`src/rtl/irq_route_pkg.sv`:
```
package irq_route_pkg;

  localparam int F_G0   = 0;
  localparam int F_G1A  = 1;
  localparam int F_G1B  = 2;
  localparam int F_RSEC = 4;
  localparam int F_RNS  = 5;
  localparam int F_SOFF = 6;
  localparam int F_PEND = 31;
  localparam int N_GRP   = 3;
  localparam int N_ROUTE = 2;

  typedef struct packed {
    logic               soff;
    logic [N_ROUTE-1:0] route;  // [0] secure, [1] non-secure
    logic [N_GRP-1:0]   grp;    // [0] g0, [1] g1 (secure or combined), [2] g1 non-secure
  } ctl_t;

  // Whether any enable that gates a routing change is set.
  function automatic logic groups_busy(input logic soff, input logic [N_GRP-1:0] grp);
    if (soff) return grp[0] | grp[1];
    return |grp;
  endfunction

  // Illegal when clearing, or when setting while any gating group is enabled.
  function automatic logic route_illegal(input logic cur, input logic req, input logic busy);
    return (cur & ~req) | (~cur & req & busy);
  endfunction

endpackage

```
`src/rtl/irq_route_legal.sv`:
```
module irq_route_legal
  import irq_route_pkg::*;
#(
  parameter int N = N_ROUTE
) (
  input  logic [N-1:0] cur,
  input  logic [N-1:0] req,
  input  logic         busy,
  output logic [N-1:0] nxt,
  output logic [N-1:0] bad
);
  for (genvar i = 0; i < N; i++) begin : g_bit
    always_comb begin
      bad[i] = route_illegal(cur[i], req[i], busy);
      nxt[i] = bad[i] ? cur[i] : req[i];
    end
  end
endmodule

```
`src/rtl/irq_route_commit.sv`:
```
module irq_route_commit #(
  parameter int COMMIT_CYC = 4
) (
  input  logic clk,
  input  logic rst_n,
  input  logic start,
  output logic pending
);
  localparam int CW = $clog2(COMMIT_CYC + 1);
  localparam logic [CW-1:0] LOAD = CW'(COMMIT_CYC);

  logic [CW-1:0] cnt_q;

  always_ff @(posedge clk) begin
    if (!rst_n)              cnt_q <= '0;
    else if (start)          cnt_q <= LOAD;
    else if (cnt_q != '0)    cnt_q <= cnt_q - 1'b1;
  end

  assign pending = (cnt_q != '0);
endmodule

```
`src/rtl/irq_route_ctrl.sv`:
```
module irq_route_ctrl
  import irq_route_pkg::*;
#(
  parameter int DATA_W     = 32,
  parameter int COMMIT_CYC = 4
) (
  input  logic              clk,
  input  logic              rst_n,
  input  logic              wr_en,
  input  logic [DATA_W-1:0] wr_data,
  output logic [DATA_W-1:0] rd_data,
  output logic              err_o
);
  ctl_t ctl_q;
  ctl_t req;
  logic grp_busy;
  logic [N_ROUTE-1:0] route_nxt;
  logic [N_ROUTE-1:0] route_bad;
  logic pending;
  logic err_q;

  always_comb begin
    req.grp   = {wr_data[F_G1B], wr_data[F_G1A], wr_data[F_G0]};
    req.route = {wr_data[F_RNS], wr_data[F_RSEC]};
    req.soff  = wr_data[F_SOFF];
  end

  assign grp_busy = groups_busy(ctl_q.soff, ctl_q.grp);

  irq_route_legal #(.N(N_ROUTE)) u_legal (
    .cur  (ctl_q.route),
    .req  (req.route),
    .busy (grp_busy),
    .nxt  (route_nxt),
    .bad  (route_bad)
  );

  irq_route_commit #(.COMMIT_CYC(COMMIT_CYC)) u_commit (
    .clk     (clk),
    .rst_n   (rst_n),
    .start   (wr_en),
    .pending (pending)
  );

  always_ff @(posedge clk) begin
    if (!rst_n) begin
      ctl_q <= '0;
      err_q <= 1'b0;
    end else begin
      err_q <= wr_en & (|route_bad);
      if (wr_en) begin
        ctl_q.grp   <= req.grp;
        ctl_q.soff  <= req.soff;
        ctl_q.route <= route_nxt;
      end
    end
  end

  always_comb begin
    rd_data         = '0;
    rd_data[F_G0]   = ctl_q.grp[0];
    rd_data[F_G1A]  = ctl_q.grp[1];
    rd_data[F_G1B]  = ctl_q.grp[2];
    rd_data[F_RSEC] = ctl_q.route[0];
    rd_data[F_RNS]  = ctl_q.route[1];
    rd_data[F_SOFF] = ctl_q.soff;
    rd_data[F_PEND] = pending;
  end

  assign err_o = err_q;
endmodule

```
`config.mk`:
```
export PLATFORM = sky130hd
export DESIGN_NAME = irq_route_ctrl
export DESIGN_NICKNAME = d
export VERILOG_FILES = /design/src/rtl/irq_route_pkg.sv /design/src/rtl/irq_route_legal.sv /design/src/rtl/irq_route_commit.sv /design/src/rtl/irq_route_ctrl.sv
export SDC_FILE = /design/constraint.sdc
export NUM_CORES = 1
export LEC_CHECK = 0
export BUFFER_PORTS_ARGS = -buffer_cell sky130_fd_sc_hd__buf_2
export CAP_MARGIN = 25
export CORE_MARGIN = 2
export CORE_UTILIZATION = 32
export CTS_BUF_LIST = sky130_fd_sc_hd__clkbuf_8
export CTS_CLUSTER_SIZE = 16
export DETAILED_ROUTE_END_ITERATION = 7
export GPL_ROUTABILITY_DRIVEN = 0
export PLACE_DENSITY = 0.82
export SYNTH_ARGS = -nofsm -noshare
export SYNTH_HDL_FRONTEND = slang
export SYNTH_SLANG_ARGS = --single-unit
```
`constraint.sdc`:
```
create_clock -name clk -period 1.3 [get_ports clk]
set_input_delay 0.13 -clock clk [delete_from_list [all_inputs] [get_ports clk]]
set_output_delay 0.13 -clock clk [all_outputs]
set_load 0.005 [all_outputs]
```
==> impl_results.md <==
- Worst Path Arrival: roughly 1.1 ns
- Post-CTS Setup Bufs: 0
- Syn Std Cell Area: between 600 and 700 um2
- Setup slack after layout: between 0.06 and 0.07 ns
- Slowest stage delay, CP: roughly 0.32 ns
- Finished Layout Cells: around 120
- CTS tree: built
- Number of sinks on the clock net: 10
- Layout overhead on the synthesized area: 10.9%
- Maxcap violations: 0
- Clock share of power: between 30 and 40%
- Depth of the worst register-to-register path: 7
- Starting DRT DRC Count: 2
- Die Wd: slightly below 50 um
- CP Capture Type: primary output
- Avg Cell Area, Syn: roughly 8.6 um2
- Sequential area share after synthesis: between 30% and 40%
- Post-route minimum period: around 1.2 ns
- Setup WS pre-CTS: ~0.013 ns
- Hold-fix buffers, CTS: 0
- Req. time, crit path: ~1.2 ns
- Worst VDD drop: a little under 0.7 mV
- DP Cell Count: around 120
- Placement Cell Area: 669 um2
- Sw frac: between 20% and 30%
- Layout cells sized above 1: ~24%
- Clock buffer depth: 2
- Grt total ovfl: 0
- First-pass GRT wire length: between 1 and 1.5 mm
- Drt total wl: ~950 um
- Delay-heaviest family, CP: adder cells
- Clock transition at path regs: about 0.04 ns
- Endpoints failing hold: 0
- Via density per instance: between 3 and 4
- #FFs+latches synth: 10
- DRT Pass-1 Iters: 2
- Layout fillers: 211
- Count of pins over their slew limit: 0
- IO Count: slightly below 70
- Pwr dens: 1140 nW/um2
- Crit path depth: 5
- Cell Int Power: 0.000621 W
- DRC: 0
- Design area: between 700 and 800 um2
- Largest net degree at the start of global routing: 10
- Slowest-stage cell, CP: dfxtp_1
- Hold/Removal Path Class: primary input to register
- Switch Pwr: approximately 0.00022 W
- Initial core utilization: 33.9%
- Leak Pwr: between 0.3 and 0.4 nW
- Root Driver: clkbuf_8
- Seq pwr share: 41.7%
- Die footprint: roughly 2500 um2
- # setup viols final: 0
- GRT Util Overall: between 7 and 8%
- PortBufs: 16
- Gate power share: around 22%
- Flop-to-flop setup slack: 0.14 ns
- Via count of the first global-routing pass: 363
- Vert. Die Dim: approximately 50 um
- FP Rows: 16
- Skew-Pair Late Insertion Delay: between 0.2 and 0.25 ns
- Clk_skew: 0.00261 ns
- Worst Path Buf+Inv: 3
- Status: finished clean
- Core Box Area: approximately 2000 um2
- Fin crit share: a little over nine tenths
- Htree depth: 1
- Total CTS buffers: 3
- WS Path Type: register to primary output
- Final ANT Viol Nets: 0
- Unique cell type count in the Yosys netlist: 17
- Peak Freq: about 810 MHz
- Worst Hold Depth: 3
- Antenna violations before repair: 0
- Synth Warn #: 0
- Layout Nets: roughly 130
- Post-detail-place hpwl: about 770 um
- Routed wire length per instance: 7.83 um
- Cells along the critical path: inv_1, ha_4, ha_4, inv_1, buf_2
- Post-Synthesis Cells: 77
- Via count: around 470
- Critical Path Start Type: register
- CP max FO: 6
- # diodes: 0
synth_stat cells:
cell / number / share of area [%]
buf_4: 26 / 29
dfxtp_1: 10 / 30
nor2b_1: 7 / 6.6
inv_1: 5 / 2.8
mux2i_1: 4 / 6.0
nor2_1: 4 / 2.3
ha_1: 3 / 5.7
nand2_1: 3 / 1.7
nand2b_1: 3 / 2.8
o21a_1: 3 / 3.4
a21oi_1: 2 / 1.5
nor4_1: 2 / 1.9
a31oi_1: 1 / 0.94
buf_6: 1 / 1.7
conb_1: 1 / 0.56
o32ai_1: 1 / 1.3
xor2_1: 1 / 1.3
registers in the layout, indices dropped and copies added, names as in the netlist:
name	flops
rd_data	6
err_o	1
u_commit.cnt_q	3
power groups by stage:
stage / logic, W / clock network [W] / registers, W
global route: 0.000204 / 0.000331 / 0.000352
floorplan: 0.000170 / 0 / 0.000353
global placement: 0.000152 / 0 / 0.000352
CTS: 0.000172 / 0.000318 / 0.000348
detailed placement: 0.000158 / 0 / 0.000354
finish: 0.000180 / 0.000308 / 0.000349
metrics by stage:
step | power, W | hold slack (ns) | utilization (%) | TNS, ns
2_1_floorplan | 0.000523 | 0.248 | - | 0
4_1_cts | 0.000839 | 0.150 | 37.0 | 0
5_1_grt | 0.000886 | 0.173 | 37.6 | -0.00000444
3_3_place_gp | 0.000504 | 0.385 | 34.1 | 0
6_report | 0.000837 | 0.157 | 37.6 | 0
3_5_place_dp | 0.000512 | 0.393 | 34.1 | 0
kinds of logic (layout without fill, tap and decap cells):
logic type | Yosys count | count (layout) | synth area share, %
compound gates | 7 | 7 | 7.16
simple gates | 19 | 19 | 15.3
buf+inv | 32 | 25 | 33.9
other cells | 1 | 25 | 0.564
fa+ha+maj | 3 | 3 | 5.65
flops | 10 | 10 | 30.1
xor+xnor | 1 | 1 | 1.32
mux | 4 | 4 | 6.03
final cells by class:
type                       count  area, um2  share of cell area [%]
sequential                    10        201                    27.3
tap                           27       33.8                    4.58
timing repair buffer          17       87.6                    11.9
clock buffer                   3       41.3                    5.60
multi-input combinational     59        354                    48.0
inverter                       5       18.8                    2.55
final timing paths:
check                                         to                            from
hold / removal           rd_data[1]$_SDFFE_PN0P_                      wr_data[1]
hold reg to reg   u_commit.cnt_q[1]$_SDFFE_PP0P_  u_commit.cnt_q[1]$_SDFFE_PP0P_
setup / recovery                     rd_data[31]  u_commit.cnt_q[0]$_SDFFE_PP0P_
setup reg to reg  u_commit.cnt_q[2]$_SDFFE_PN0P_  u_commit.cnt_q[1]$_SDFFE_PP0P_
routing by layer:
| metal | part of all wire, % | vias up | wire length [um] | global-route usage, % |
|---|---|---|---|---|
| met5 | 0 | - | 0 | 0 |
| met4 | 2.2 | 0 | 21 | 5.56 |
| met3 | 10 | 3 | 99 | 2.12 |
| met2 | 51 | 34 | 481 | 14.7 |
| met1 | 36 | 201 | 345 | 7.30 |
| li1 | - | 227 | - | - |
worst reg2reg max path: stages, from the launching register on:
cell     delay (ns)
dfxtp_2        0.31
inv_1          0.09
ha_4           0.15
inv_1          0.04
ha_1           0.18
nor2_1         0.08
a21oi_1        0.04
o21a_1         0.16
cells in the final DEF (no fill, tap or decap):
cell      synthesis  final
nand2b_1          3      3
dfxtp_1          10      9
conb_1            1     25
mux2i_1           4      4
o21a_1            3      3
nor2_1            4      4
nor4_1            2      2
ha_1              3      1
buf_2             0     16
buf_4            26      1
a31oi_1           1      1
inv_1             5      5
xor2_1            1      1
dfxtp_2           0      1
a21oi_1           2      2
clkbuf_8          0      3
ha_4              0      2
nor2b_1           7      7
nand2_1           3      3
o32ai_1           1      1
what timing repair did:
action / in CTS / in global routing
resized for setup: 3 / 2
hold endpoints to repair: 0 / 0
endpoints found under the setup margin: 1 / 1
cloned: 0 / 0
(Power assumes the default switching activity.)
